**src/rtl/rmii_rx_pkg.sv**
```systemverilog
package rmii_rx_pkg;
  typedef enum logic [1:0] {
    ST_IDLE,
    ST_PREAM,
    ST_DATA,
    ST_DROP
  } rx_state_e;

  localparam logic [1:0] DIBIT_PRE = 2'b01;
  localparam logic [1:0] DIBIT_SFD = 2'b11;
endpackage

```
**src/rtl/rmii_rx_sampler.sv**
```systemverilog
module rmii_rx_sampler #(
  parameter int SLOW_DIV = 10
) (
  input  logic       clk,
  input  logic       rst_n,
  input  logic       crs_dv,
  input  logic [1:0] rxd,
  input  logic       rx_er,
  input  logic       fast,
  output logic       crs_q,
  output logic       er_q,
  output logic       stb,
  output logic [1:0] dibit
);
  localparam int CW = (SLOW_DIV > 1) ? $clog2(SLOW_DIV) : 1;

  logic [1:0]    rxd_q;
  logic          locked_q, locked_n;
  logic [CW-1:0] cnt_q, cnt_n;
  logic          stb_c;

  // input capture register
  always_ff @(posedge clk or negedge rst_n) begin
    if (!rst_n) begin
      crs_q <= 1'b0;
      rxd_q <= 2'b00;
      er_q  <= 1'b0;
    end else begin
      crs_q <= crs_dv;
      rxd_q <= rxd;
      er_q  <= rx_er;
    end
  end

  // take a di-bit: hunt for first non-zero, then every clock or every SLOW_DIV clocks
  always_comb begin
    if (!crs_q)
      stb_c = 1'b0;
    else if (!locked_q)
      stb_c = (rxd_q != 2'b00);
    else
      stb_c = fast || (cnt_q == '0);
  end

  always_comb begin
    locked_n = locked_q;
    cnt_n    = cnt_q;
    if (!crs_q) begin
      locked_n = 1'b0;
      cnt_n    = '0;
    end else if (stb_c) begin
      locked_n = 1'b1;
      cnt_n    = CW'(SLOW_DIV - 1);
    end else if (locked_q && (cnt_q != '0)) begin
      cnt_n    = cnt_q - CW'(1);
    end
  end

  always_ff @(posedge clk or negedge rst_n) begin
    if (!rst_n) begin
      locked_q <= 1'b0;
      cnt_q    <= '0;
    end else begin
      locked_q <= locked_n;
      cnt_q    <= cnt_n;
    end
  end

  assign stb   = stb_c;
  assign dibit = rxd_q;
endmodule

```
**src/rtl/rmii_rx_delim.sv**
```systemverilog
module rmii_rx_delim
  import rmii_rx_pkg::*;
(
  input  logic       clk,
  input  logic       rst_n,
  input  logic       crs_q,
  input  logic       er_q,
  input  logic       stb,
  input  logic [1:0] dibit,
  output logic       in_data,
  output logic       data_stb,
  output logic       frame_end,
  output logic       frame_err
);
  rx_state_e state_q, state_n;
  logic      er_seen_q, er_seen_n;

  always_comb begin
    state_n = state_q;
    if (!crs_q) begin
      state_n = ST_IDLE;
    end else begin
      case (state_q)
        ST_IDLE, ST_PREAM: begin
          if (stb) begin
            if (dibit == DIBIT_SFD)      state_n = ST_DATA;
            else if (dibit == DIBIT_PRE) state_n = ST_PREAM;
            else                         state_n = ST_DROP;
          end else begin
            state_n = ST_PREAM;
          end
        end
        ST_DATA: state_n = ST_DATA;
        default: state_n = ST_DROP;
      endcase
    end
  end

  always_comb begin
    er_seen_n = crs_q ? (er_seen_q | er_q) : 1'b0;
  end

  always_ff @(posedge clk or negedge rst_n) begin
    if (!rst_n) begin
      state_q   <= ST_IDLE;
      er_seen_q <= 1'b0;
    end else begin
      state_q   <= state_n;
      er_seen_q <= er_seen_n;
    end
  end

  assign in_data   = (state_q == ST_DATA);
  assign data_stb  = in_data && stb;
  assign frame_end = in_data && !crs_q;
  assign frame_err = er_seen_q;
endmodule

```
**src/rtl/rmii_rx_packer.sv**
```systemverilog
module rmii_rx_packer #(
  parameter int BYTE_W = 8
) (
  input  logic              clk,
  input  logic              rst_n,
  input  logic              in_data,
  input  logic              data_stb,
  input  logic [1:0]        dibit,
  input  logic              frame_end,
  input  logic              frame_err,
  output logic              out_valid,
  output logic [BYTE_W-1:0] out_data,
  output logic              out_sof,
  output logic              out_eof,
  output logic              out_err
);
  localparam int PAIRS = BYTE_W / 2;
  localparam int PCW   = (PAIRS > 1) ? $clog2(PAIRS) : 1;

  logic [PCW-1:0]    pair_q, pair_n;
  logic [BYTE_W-3:0] acc_q, acc_n;
  logic              pend_v_q, pend_v_n;
  logic [BYTE_W-1:0] pend_d_q, pend_d_n;
  logic              pend_sof_q, pend_sof_n;
  logic              first_q, first_n;
  logic              ov_q, ov_n, os_q, os_n, oe_q, oe_n, oer_q, oer_n;
  logic [BYTE_W-1:0] od_q, od_n;
  logic [BYTE_W-1:0] word;

  assign word = {dibit, acc_q};

  always_comb begin
    pair_n     = pair_q;
    acc_n      = acc_q;
    pend_v_n   = pend_v_q;
    pend_d_n   = pend_d_q;
    pend_sof_n = pend_sof_q;
    first_n    = first_q;
    ov_n       = 1'b0;
    os_n       = 1'b0;
    oe_n       = 1'b0;
    oer_n      = 1'b0;
    od_n       = od_q;
    if (frame_end) begin
      if (pend_v_q) begin
        ov_n  = 1'b1;
        od_n  = pend_d_q;
        os_n  = pend_sof_q;
        oe_n  = 1'b1;
        oer_n = frame_err || (pair_q != '0);
      end
      pend_v_n = 1'b0;
      pair_n   = '0;
      first_n  = 1'b1;
    end else if (!in_data) begin
      pend_v_n = 1'b0;
      pair_n   = '0;
      first_n  = 1'b1;
    end else if (data_stb) begin
      acc_n = word[BYTE_W-1:2];
      if (pair_q == PCW'(PAIRS - 1)) begin
        pair_n = '0;
        if (pend_v_q) begin
          ov_n = 1'b1;
          od_n = pend_d_q;
          os_n = pend_sof_q;
        end
        pend_v_n   = 1'b1;
        pend_d_n   = word;
        pend_sof_n = first_q;
        first_n    = 1'b0;
      end else begin
        pair_n = pair_q + PCW'(1);
      end
    end
  end

  always_ff @(posedge clk or negedge rst_n) begin
    if (!rst_n) begin
      pair_q     <= '0;
      acc_q      <= '0;
      pend_v_q   <= 1'b0;
      pend_d_q   <= '0;
      pend_sof_q <= 1'b0;
      first_q    <= 1'b1;
      ov_q       <= 1'b0;
      os_q       <= 1'b0;
      oe_q       <= 1'b0;
      oer_q      <= 1'b0;
      od_q       <= '0;
    end else begin
      pair_q     <= pair_n;
      acc_q      <= acc_n;
      pend_v_q   <= pend_v_n;
      pend_d_q   <= pend_d_n;
      pend_sof_q <= pend_sof_n;
      first_q    <= first_n;
      ov_q       <= ov_n;
      os_q       <= os_n;
      oe_q       <= oe_n;
      oer_q      <= oer_n;
      od_q       <= od_n;
    end
  end

  assign out_valid = ov_q;
  assign out_data  = od_q;
  assign out_sof   = os_q;
  assign out_eof   = oe_q;
  assign out_err   = oer_q;
endmodule

```
**src/rtl/rmii_rx_deser.sv**
```systemverilog
module rmii_rx_deser #(
  parameter int SLOW_DIV = 10,
  parameter int BYTE_W   = 8
) (
  input  logic              clk,
  input  logic              rst_n,
  input  logic              crs_dv,
  input  logic [1:0]        rxd,
  input  logic              rx_er,
  input  logic              speed_fast,
  output logic              out_valid,
  output logic [BYTE_W-1:0] out_data,
  output logic              out_sof,
  output logic              out_eof,
  output logic              out_err
);
  logic [1:0] rst_sync_q;
  logic       rst_i;
  logic       crs_q, er_q, dibit_stb, in_data, data_stb, frame_end, frame_err;
  logic [1:0] dibit;

  // assert asynchronously, release on the clock
  always_ff @(posedge clk or negedge rst_n) begin
    if (!rst_n) rst_sync_q <= 2'b00;
    else        rst_sync_q <= {rst_sync_q[0], 1'b1};
  end
  assign rst_i = rst_sync_q[1];

  rmii_rx_sampler #(.SLOW_DIV(SLOW_DIV)) u_samp (
    .clk(clk), .rst_n(rst_i), .crs_dv(crs_dv), .rxd(rxd), .rx_er(rx_er),
    .fast(speed_fast), .crs_q(crs_q), .er_q(er_q), .stb(dibit_stb), .dibit(dibit)
  );

  rmii_rx_delim u_delim (
    .clk(clk), .rst_n(rst_i), .crs_q(crs_q), .er_q(er_q), .stb(dibit_stb),
    .dibit(dibit), .in_data(in_data), .data_stb(data_stb),
    .frame_end(frame_end), .frame_err(frame_err)
  );

  rmii_rx_packer #(.BYTE_W(BYTE_W)) u_pack (
    .clk(clk), .rst_n(rst_i), .in_data(in_data), .data_stb(data_stb),
    .dibit(dibit), .frame_end(frame_end), .frame_err(frame_err),
    .out_valid(out_valid), .out_data(out_data), .out_sof(out_sof),
    .out_eof(out_eof), .out_err(out_err)
  );
endmodule

```
**config.mk**
```make
export PLATFORM = sky130hd
export DESIGN_NAME = rmii_rx_deser
export DESIGN_NICKNAME = d
export VERILOG_FILES = /design/src/rtl/rmii_rx_pkg.sv /design/src/rtl/rmii_rx_sampler.sv /design/src/rtl/rmii_rx_delim.sv /design/src/rtl/rmii_rx_packer.sv /design/src/rtl/rmii_rx_deser.sv
export SDC_FILE = /design/constraint.sdc
export NUM_CORES = 1
export LEC_CHECK = 0
export BUFFER_PORTS_ARGS = -buffer_cell sky130_fd_sc_hd__clkbuf_2
export CORE_MARGIN = 5
export CORE_UTILIZATION = 50
export DETAILED_ROUTE_END_ITERATION = 8
export PLACE_DENSITY = 0.81
export SYNTH_ARGS = -nofsm -noshare
export SYNTH_HDL_FRONTEND = slang
export SYNTH_HIERARCHICAL = 1
export SYNTH_SLANG_ARGS = --single-unit
```
**constraint.sdc**
```tcl
create_clock -name clk -period 1.2 [get_ports clk]
set_input_delay 0.06 -clock clk [delete_from_list [all_inputs] [get_ports clk]]
set_output_delay 0.06 -clock clk [all_outputs]
set_load 0.02 [all_outputs]
```
==> results of run 1 <==
==> layer usage <==
layer | part of all wire | global-route usage
met1 | 0.39 | 0.186
met3 | 0.036 | 0.0516
met5 | 0 | 0
met2 | 0.56 | 0.306
met4 | 0.022 | 0.0766
==> layout by cell type, fill, tap and decap left out, types with 2 or more instances in the layout <==
| cell | count |
|---|---|
| inv_1 | 7 |
| clkbuf_2 | 18 |
| buf_6 | 9 |
| nor2_1 | 7 |
| nand4_4 | 2 |
| dfrtp_1 | 43 |
| clkbuf_4 | 5 |
| dlygate4sd3_1 | 6 |
| ha_1 | 4 |
| a41oi_4 | 2 |
| buf_12 | 3 |
| buf_4 | 25 |
| mux2_4 | 2 |
| and2_4 | 3 |
| inv_2 | 3 |
| mux2_2 | 21 |
| nand2_1 | 3 |
| a21boi_2 | 2 |
==> area by class of cell <==
cell class | instances | area [um^2]
clock buffers | 7 | 55.1
well taps | 46 | 57.6
fillers | 220 | 823
flip-flops and latches | 45 | 1130
repair buffers | 61 | 499
multi-input cells | 75 | 785
clock inverters | 1 | 30.0
inverters | 10 | 37.5
==> synthesized netlist by cell type, types with 2 or more instances <==
cell type | instances | area [um^2]
dfrtp_1 | 44 | 1100
mux2_2 | 23 | 259
inv_1 | 9 | 33.8
nor2_1 | 8 | 30.0
ha_1 | 5 | 62.6
nand2_1 | 4 | 15.0
a21boi_0 | 3 | 22.5
and2_4 | 2 | 17.5
and3_1 | 2 | 12.5
nor3_1 | 2 | 10.0
==> worst reg2reg max path: stages, from the launching register on <==
cell	delay, ps
dfrtp_1	420
inv_2	90
ha_4	120
or3b_4	370
and2_4	180
nor3_4	130
and2_4	230
buf_12	130
a41oi_4	130
mux2_2	310
==> what timing repair did <==
| action | in CTS | in global routing |
|---|---|---|
| setup endpoints to repair | 36 | 36 |
| hold endpoints to repair | 6 | 0 |
| buffers inserted | 9 | 5 |
| pin swaps | 12 | 7 |
| resized for setup | 24 | 7 |
| hold buffers | 6 | 0 |
| cloned | 2 | 0 |
==> per-stage QoR <==
stage,instances,TNS (ps)
floorplan,129,-27810
global placement,217,-29870
detailed placement,217,-32910
CTS,242,-30240
global route,245,-34330
finish,245,-30440
==> path summary, 6_finish.rpt <==
path                                 startpoint                  to  cells after the start
worst max-delay path            u_samp/cnt_q[0]  u_pack/out_data[5]                      9
worst min-delay path              rst_sync_q[1]   u_pack/pend_sof_q                      0
worst max register to register  u_samp/cnt_q[0]  u_pack/out_data[5]                      9
worst min register to register    rst_sync_q[1]   u_pack/pend_sof_q                      0
max in group asynchronous                 rst_n       rst_sync_q[1]                      3
min in group clk                     speed_fast     u_samp/cnt_q[3]                      5
==> cell families (layout without fill, tap and decap cells) <==
| group | after synthesis | in the layout | share of synthesized area |
|---|---|---|---|
| adder cells (fa/ha/maj) | 5 | 5 | 0.0345 |
| AO/OA/AOI/OAI | 13 | 14 | 0.0690 |
| XOR/XNOR | 1 | 1 | 0.00483 |
| buffers and inverters | 11 | 79 | 0.0235 |
| multiplexers | 24 | 24 | 0.148 |
| other | 1 | 1 | 0.00207 |
| flip-flops | 45 | 45 | 0.622 |
| AND/OR/NAND/NOR | 29 | 30 | 0.0959 |
==> registers in the layout (all words and copies together), names as in the netlist, 2 cells and up <==
register         cells
u_samp/dibit         2
u_samp/cnt_q         4
u_pack/out_data      8
u_pack/pend_d_q      8
u_pack/acc_q         6
u_delim/state_q      2
rst_sync_q           2
u_pack/pair_q        2
==> power by group through the flow <==
stage	Sequential [W]	Clock [W]	Combinational, W
after CTS	0.00159	0.000984	0.000284
after floorplan	0.00163	0	0.000101
after detailed placement	0.00162	0	0.000215
after global routing	0.00160	0.00105	0.000339
final	0.00159	0.000941	0.000312
after global placement	0.00162	0	0.000202
==> metrics.md, run 1 <==
| Metric | Value |
|---|---|
| Lkg Pwr | `1.27 nW` |
| Via count | `1,248` |
| Detail Placement HPWL | `2350 um` |
| Die Width | `70.2 um` |
| DRC errors left | `0` |
| Worst VDD drop | `900 uV` |
| Startpoint Class | `flip-flop` |
| Initial detailed-routing violation count | `61` |
| Switch Pwr | `0.000616 W` |
| Std-Cell Rows | `21` |
| Wirelength, routed | `3770 um` |
| CORE AREA | `3420 um^2` |
| Status | `finished, violations left` |
| DP Worst Slack | `-1130 ps` |
| CTS HTree Levels | `2` |
| Initial antenna violation count | `0` |
| Distinct cells, synth | `37` |
| Syn Nets | `141` |
| Area Growth Syn to Fin | `43.0%` |
| Register area share after synthesis | `0.622` |
| Post-route cell area | `2590 um^2` |
| Req. time, crit path | `1450 ps` |
| CP cell instances | `inv_2 > ha_4 > or3b_4 > and2_4 > nor3_4 > and2_4 > buf_12 > a41oi_4 > mux2_2` |
| Clk_skew | `9.97 ps` |
| PD cells | `1100 nW/um^2` |
| Clk slew on worst S/H paths | `120 ps` |
| Pint | `0.00223 W` |
| GRT Util Overall | `0.172` |
| Mapped Area | `1810 um^2` |
| Avg Vias per Cell | `5.09` |
| Synthesis Warnings | `6` |
| Slew Viols, Final | `0` |
| Gate Count Post-Synth | `129` |
| Global-route wire length before repair | `6460 um` |
| Net count of the finished layout | `210` |
| Largest net degree at the start of global routing | `33` |
| Final worst path period need | `2200 ps` |
| CP dominant cell by count | `and2_4` |
| Routability Congestion | `0.787` |
| Syn Area/Cell | `14.1 um^2` |
| Async SR Flop Fraction | `1.00` |
| CTS sink cnt | `45` |
| # IOs | `19` |
| Initial Utilization | `0.531` |
| Final Hold Vio Count | `0` |
| Router iterations before antenna repair | `4` |
| Worst path max stage delay | `420 ps` |
| Total Power | `0.00285 W` |
| Arrival @ worst endpoint | `2450 ps` |
| Placed cell areas | `2180 um^2` |
| Max-cap violation count | `0` |
| CP Max Fanout | `4` |
| CTS tree | `yes` |
| Crit share post-route | `1.84` |
| Worst hold margin | `146 ps` |
| Cts bufs inserted | `5` |
| # port buffers | `18` |
| Dominant synthesized flop cell | `dfrtp_1` |
| Power share of the combinational group | `0.110` |
| Unrepaired setup endpoints after global routing | `true` |
| Critical path buffer and inverter count | `2` |
| Sequential share of power | `0.560` |
| Cell family with most CP delay | `simple AND/OR/NAND/NOR gates` |
| Worst Hold Class | `reg -> async` |
| CP Class | `reg -> reg` |
| Slowest CP cell | `dfrtp_1` |
| Post-synth EDFFs | `0` |
| Wire per inst | `15.4 um` |
| Achievable Freq | `454 MHz` |
| Failing checks | `negative setup slack` |
| Routed Antenna Nets | `0` |
| Sw Ratio | `0.217` |
| GRT Residual Overflow | `0` |
| Share of cells above drive strength 1 | `0.568` |
| Die Area | `4930 um^2` |
| Layout Utilization | `0.759` |
| Critical Path Sink Type | `flip-flop` |
| Final setup fails | `35` |
| Clock power frac | `0.331` |
| Number of diodes | `0` |
| Chip height | `70.2 um` |
| Flops & latches, synth | `45` |
| Clk Latency, worst-skew pair | `350 ps` |
| Final setup margin | `-1000 ps` |
| Vias in the first global route | `1,355` |
| R2r setup slk | `-1000 ps` |
| Root Buffer | `clkbuf_4` |
| Clk buf depth | `2` |
No activity file was read; power rests on OpenSTA's default activity.
==> run 2: changes to the inputs <==
Settings changed: RECOVER_POWER set to 100, SKIP_LAST_GASP set to 1.
==> run 2 against run 1 <==
Sequential cell count stayed put. Sequential power hardly changed. Clock power is 2% higher. Critical path depth stayed put. Global-route usage is 0.086 points lower. The run still ends with negative setup slack left. Via count is 0.48% lower. Clock skew is 5.7 ps higher. Sequential share of layout area is 0.98 points higher. Wire length is 0.98% lower. Count of clock-buffer cells in the layout stayed put. Highest routed layer unchanged. Utilization is 1.8 points lower. Die area stayed put.
==> metrics.md, run 2 (synthesis gave the netlist of run 1 again) <==
| Metric | Value |
|---|---|
| Global-route wire length before repair | `6450 um (was 6460 um)` |
| Unrepaired setup endpoints after global routing | `true (unchanged)` |
| Clk buf depth | `2 (unchanged)` |
| Worst Hold Class | `reg -> async (unchanged)` |
| Clk_skew | `15.7 ps (was 9.97 ps)` |
| Net count of the finished layout | `212 (was 210)` |
| Post-route cell area | `2530 um^2 (was 2590 um^2)` |
| CTS sink cnt | `45 (unchanged)` |
| Largest net degree at the start of global routing | `33 (unchanged)` |
| Wire per inst | `15.1 um (was 15.4 um)` |
| # IOs | `19 (unchanged)` |
| Placed cell count | `217 (unchanged)` |
| Crit share post-route | `1.83 (was 1.84)` |
| Initial Utilization | `0.531 (unchanged)` |
| Status | `finished, violations left (unchanged)` |
| Via count | `1,242 (was 1,248)` |
| DRC errors left | `0 (unchanged)` |
| Routability Congestion | `0.787 (unchanged)` |
| Router iterations before antenna repair | `2 (was 4)` |
| Arrival @ worst endpoint | `2440 ps (was 2450 ps)` |
| Chip height | `70.2 um (unchanged)` |
| Layout Utilization | `0.741 (was 0.759)` |
| Avg Vias per Cell | `5.03 (was 5.09)` |
| CP Max Fanout | `7 (was 4)` |
| CP dominant cell by count | `and2_4 (unchanged)` |
| Cell family with most CP delay | `simple AND/OR/NAND/NOR gates (unchanged)` |
| Detail Placement HPWL | `2350 um (unchanged)` |
| Initial antenna violation count | `0 (unchanged)` |
| Die Width | `70.2 um (unchanged)` |
| Fill cells | `236 (was 220)` |
| CP cell instances | `inv_2 > ha_4 > or3b_4 > and2_4 > nor3_4 > and2_4 > buf_4 > nand4_4 > mux2_2 (was inv_2 > ha_4 > or3b_4 > and2_4 > nor3_4 > and2_4 > buf_12 > a41oi_4 > mux2_2)` |
| Final worst path period need | `2190 ps (was 2200 ps)` |
| Worst path max stage delay | `420 ps (about the same)` |
| CTS tree | `yes (unchanged)` |
| Cts bufs inserted | `5 (unchanged)` |
| Root Buffer | `clkbuf_4 (unchanged)` |
| Final setup margin | `-992 ps (was -1000 ps)` |
| Vias in the first global route | `1,368 (was 1,355)` |
| Final Hold Vio Count | `0 (unchanged)` |
| Critical path buffer and inverter count | `2 (unchanged)` |
| Initial detailed-routing violation count | `61 (unchanged)` |
| Die Area | `4930 um^2 (unchanged)` |
| Lkg Pwr | `1.23 nW (was 1.27 nW)` |
| Worst hold margin | `182 ps (was 146 ps)` |
| Slew Viols, Final | `0 (unchanged)` |
| PD cells | `1120 nW/um^2 (was 1100 nW/um^2)` |
| Final setup fails | `36 (was 35)` |
| GRT Residual Overflow | `0 (unchanged)` |
| Worst VDD drop | `904 uV (was 900 uV)` |
| Clk slew on worst S/H paths | `130 ps (was 120 ps)` |
| CORE AREA | `3420 um^2 (unchanged)` |
| Startpoint Class | `flip-flop (unchanged)` |
| Wirelength, routed | `3730 um (was 3770 um)` |
| Critical Path Sink Type | `flip-flop (unchanged)` |
| Clk Latency, worst-skew pair | `360 ps (was 350 ps)` |
| Most frequent cells in the layout | `44 x dfrtp_1, 31 x buf_4, 20 x mux2_2 (was 43 x dfrtp_1, 25 x buf_4, 21 x mux2_2)` |
| Routed Antenna Nets | `0 (unchanged)` |
| Commonest non-fill, non-tap cell in the layout | `dfrtp_1 (unchanged)` |
| Placed cell areas | `2180 um^2 (unchanged)` |
| Finished Layout Cells | `247 (was 245)` |
| Share of cells above drive strength 1 | `0.493 (was 0.568)` |
| Slowest CP cell | `dfrtp_1 (unchanged)` |
| Max-cap violation count | `0 (unchanged)` |
| Area Growth Syn to Fin | `39.7% (was 43.0%)` |
| Achievable Freq | `456 MHz (was 454 MHz)` |
| Req. time, crit path | `1440 ps (was 1450 ps)` |
| # port buffers | `18 (unchanged)` |
| Number of diodes | `0 (unchanged)` |
| CTS HTree Levels | `2 (unchanged)` |
| GRT Util Overall | `0.171 (was 0.172)` |
| Std-Cell Rows | `21 (unchanged)` |
| Failing checks | `negative setup slack (unchanged)` |
| CP Class | `reg -> reg (unchanged)` |
## run 2: cell count changes in the layout (fill, tap and decap cells not counted), moves of 2 or more
cell,previous run,this run
buf_6,9,7
clkbuf_2,18,7
buf_12,3,0
buf_4,25,31
clkbuf_1,1,13
## run 2: timing repair
item / 4_1_cts / 5_1_grt
resized for setup: 19 / 6
pin swaps: 12 / 4
endpoints found under the hold margin: 6 / 0
endpoints found under the setup margin: 36 / 36
cloned: 2 / 0
setup buffers: 9 / 6
hold buffers: 6 / 0
## run 2: metrics by stage
stage,setup slack (ps),power (W),TNS [ps]
floorplan,-976,0.00173,-27810
detailed placement,-1130,0.00183,-32910
global placement,-1020,0.00182,-29870
CTS,-1040,0.00286,-30310
finish,-992,0.00284,-30040
global route,-1100,0.00297,-34300
## run 2: final timing paths
kind | start | to | slack, ps | depth (start not counted)
worst min-delay path | rst_sync_q[1] | u_pack/out_valid | 180 | 0
worst min register to register | rst_sync_q[1] | u_pack/out_valid | 180 | 0
max in group asynchronous | rst_sync_q[1] | u_samp/dibit[0] | 220 | 1
worst max-delay path | u_samp/cnt_q[0] | u_pack/pend_d_q[7] | -990 | 9
min in group clk | speed_fast | u_samp/cnt_q[3] | 240 | 5
worst max register to register | u_samp/cnt_q[0] | u_pack/pend_d_q[7] | -990 | 9
## run 2: power breakdown
group / internal (W) / leakage, nW / total (W) / switching [W]
sequential: 0.00156 / 0.600 / 0.00159 / 0.0000348
combinational: 0.000164 / 0.587 / 0.000294 / 0.000131
clock: 0.000498 / 0.0455 / 0.000957 / 0.000459
total: 0.00222 / 1.23 / 0.00284 / 0.000625
## run 2: metal layers
metal / GRT usage / up-vias / routed length, um
met5: 0 / - / 0
met4: 0.0766 / 0 / 83
met3: 0.0516 / 7 / 128
met2: 0.303 / 18 / 2020
met1: 0.186 / 621 / 1500
li1: - / 596 / -
## run 2: cell type report
class | count | area (um^2) | area share
sequential | 45 | 1130 | 0.445
timing repair buffer | 63 | 452 | 0.178
multi-input combinational | 75 | 773 | 0.305
inverter | 10 | 37.5 | 0.0148
clock buffer | 7 | 55.1 | 0.0217
clock inverter | 1 | 30.0 | 0.0119
tap | 46 | 57.6 | 0.0227
==> run 3: changes to the inputs <==
Settings changed: CORE_UTILIZATION 50 to 51, PLACE_DENSITY 0.81 to 0.82.
==> run 3 against run 2 <==
The flow still finishes with violations (negative setup slack). Cell count grew 0.40%. Register-to-register slack lost 90 ps. Sequential cell count stayed put. First-iteration DRC count rose by 28%. Critical path depth rose by 1. Sequential power about the same. Die area shrank 1.7%. Wire length increased by 17%.
==> metrics.md, run 3 (synthesis gave the netlist of run 1 again) <==
| Metric | Value |
|---|---|
| Sequential share of power | `0.553 (was 0.560)` |
| Number of diodes | `0 (unchanged)` |
| Clk_skew | `10.1 ps (was 15.7 ps)` |
| Clock power frac | `0.335 (was 0.337)` |
| Arrival @ worst endpoint | `2560 ps (was 2440 ps)` |
| Switch Pwr | `0.000710 W (was 0.000625 W)` |
| Via count | `1,295 (was 1,242)` |
| Req. time, crit path | `1480 ps (was 1440 ps)` |
| Net count of the finished layout | `213 (was 212)` |
| Share of cells above drive strength 1 | `0.589 (was 0.493)` |
| Routed Antenna Nets | `0 (unchanged)` |
| GRT Residual Overflow | `0 (unchanged)` |
| Worst Tran Pin Value | `558 ps` |
| Cts bufs inserted | `5 (unchanged)` |
| Worst Hold Class | `reg -> async (unchanged)` |
| Commonest non-fill, non-tap cell in the layout | `dfrtp_1 (unchanged)` |
| Wirelength, routed | `4360 um (was 3730 um)` |
| Clk slew on worst S/H paths | `140 ps (was 130 ps)` |
| Lkg Pwr | `1.29 nW (was 1.23 nW)` |
| Initial detailed-routing violation count | `78 (was 61)` |
| CORE AREA | `3390 um^2 (was 3420 um^2)` |
| Achievable Freq | `438 MHz (was 456 MHz)` |
| Worst VDD drop | `1020 uV (was 904 uV)` |
| Cell family with most CP delay | `simple AND/OR/NAND/NOR gates (unchanged)` |
| CTS sink cnt | `45 (unchanged)` |
| Vias in the first global route | `1,393 (was 1,368)` |
| Slew Viols, Final | `0 (unchanged)` |
| Final Hold Vio Count | `0 (unchanged)` |
| Power share of the combinational group | `0.112 (was 0.104)` |
| CP cell instances | `inv_2 > ha_4 > or3b_4 > and2_4 > nor3_4 > and2_4 > buf_12 > buf_12 > nand4_4 > mux2_4 (was inv_2 > ha_4 > or3b_4 > and2_4 > nor3_4 > and2_4 > buf_4 > nand4_4 > mux2_2)` |
| Final worst path period need | `2280 ps (was 2190 ps)` |
| Clk Latency, worst-skew pair | `380 ps (was 360 ps)` |
| Area Growth Syn to Fin | `44.7% (was 39.7%)` |
| Max-cap violation count | `0 (unchanged)` |
| Multi-input gate area | `812 um^2 (was 773 um^2)` |
| Wire per inst | `17.6 um (was 15.1 um)` |
| Final setup margin | `-1080 ps (was -992 ps)` |
| CTS tree | `yes (unchanged)` |
| Fill cells | `184 (was 236)` |
| Layout Utilization | `0.774 (was 0.741)` |
| Pint | `0.00217 W (was 0.00222 W)` |
| Sw Ratio | `0.246 (was 0.220)` |
| Most frequent cells in the layout | `44 x dfrtp_1, 30 x buf_4, 21 x mux2_2 (was 44 x dfrtp_1, 31 x buf_4, 20 x mux2_2)` |
| Std-Cell Rows | `21 (unchanged)` |
| Initial antenna violation count | `0 (unchanged)` |
| Initial Utilization | `0.535 (was 0.531)` |
| Slowest CP cell | `dfrtp_1 (unchanged)` |
| Avg Vias per Cell | `5.22 (was 5.03)` |
| Routability Congestion | `0.857 (was 0.787)` |
| # port buffers | `18 (unchanged)` |
| DRC errors left | `0 (unchanged)` |
| Critical path buffer and inverter count | `3 (was 2)` |
| Clk buf depth | `2 (unchanged)` |
| Failing checks | `negative setup slack (unchanged)` |
| Worst hold margin | `237 ps (was 182 ps)` |
| CP Class | `reg -> reg (unchanged)` |
| CTS HTree Levels | `2 (unchanged)` |
| Crit share post-route | `1.90 (was 1.83)` |
| PD cells | `1100 nW/um^2 (was 1120 nW/um^2)` |
| Router iterations before antenna repair | `4 (was 2)` |
| Root Buffer | `clkbuf_4 (unchanged)` |
| Die Area | `4850 um^2 (was 4930 um^2)` |
| Global-route wire length before repair | `6780 um (was 6450 um)` |
| Status | `finished, violations left (unchanged)` |
| Die Width | `69.6 um (was 70.2 um)` |
| # IOs | `19 (unchanged)` |
| Max_slew headroom | `0.628` |
| GRT Util Overall | `0.181 (was 0.171)` |
| Worst path max stage delay | `410 ps (was 420 ps)` |
| Startpoint Class | `flip-flop (unchanged)` |
| Chip height | `69.6 um (was 70.2 um)` |
| WP depth | `10 (was 9)` |
| Critical Path Sink Type | `flip-flop (unchanged)` |
| Detail Placement HPWL | `2540 um (was 2350 um)` |
| Final setup fails | `36 (unchanged)` |
| FF+latch area | `1130 um^2 (unchanged)` |
| R2R depth | `10 (was 9)` |
| CP Max Fanout | `7 (unchanged)` |
| Unrepaired setup endpoints after global routing | `true (unchanged)` |
| Largest net degree at the start of global routing | `31 (was 33)` |
==> run 3: layout make-up <==
type / instances / area share
Sequential cell: 45 / 0.430
Multi-Input combinational cell: 75 / 0.309
Timing Repair Buffer: 64 / 0.193
Tap cell: 46 / 0.0219
Clock inverter: 3 / 0.0176
Clock buffer: 5 / 0.0143
Inverter: 10 / 0.0143
==> run 3: per-layer routing <==
metal	track usage	vias to the layer above	routed length, um
met5	0	-	0
met4	0.0723	0	91
met3	0.0522	12	159
met2	0.333	26	2390
met1	0.194	658	1720
li1	-	599	-
==> run 3: path summary, 6_finish.rpt <==
path | start | to | slack [ps]
setup / recovery | u_samp/cnt_q[0] | u_pack/pend_d_q[3] | -1080
hold reg to reg | rst_sync_q[1] | u_pack/out_err | 240
hold / removal | rst_sync_q[1] | u_pack/out_err | 240
max in group asynchronous | rst_sync_q[1] | u_pack/acc_q[5] | 180
min in group clk | speed_fast | u_samp/cnt_q[3] | 240
setup reg to reg | u_samp/cnt_q[0] | u_pack/pend_d_q[3] | -1080
==> run 3: stage by stage <==
step | power (W) | area [um^2] | setup slack [ps] | setup TNS [ps] | cells
4_1_cts | 0.00285 | 2530 | -1030 | -30220 | 242
3_5_place_dp | 0.00184 | 2180 | -1100 | -32460 | 217
5_1_grt | 0.00299 | 2620 | -1160 | -35680 | 248
6_report | 0.00288 | 2620 | -1080 | -32260 | 248
3_3_place_gp | 0.00182 | 2180 | -1020 | -29860 | 217
2_1_floorplan | 0.00173 | 1850 | -976 | -27810 | 129
==> run 3: repair_timing <==
action	CTS	global route
cloned	2	0
endpoints found under the hold margin	6	0
hold buffers	6	0
resized for setup	19	17
pin swaps	9	8
setup endpoints to repair	36	36
setup buffers	9	9
==> run 3: power groups by stage <==
stage          registers (W)  logic, W  clock network [W]
2_1_floorplan        0.00163  0.000101                  0
3_3_place_gp         0.00162  0.000201                  0
3_5_place_dp         0.00162  0.000215                  0
4_1_cts              0.00159  0.000283           0.000969
5_1_grt              0.00160  0.000351            0.00104
6_report             0.00159  0.000323           0.000965
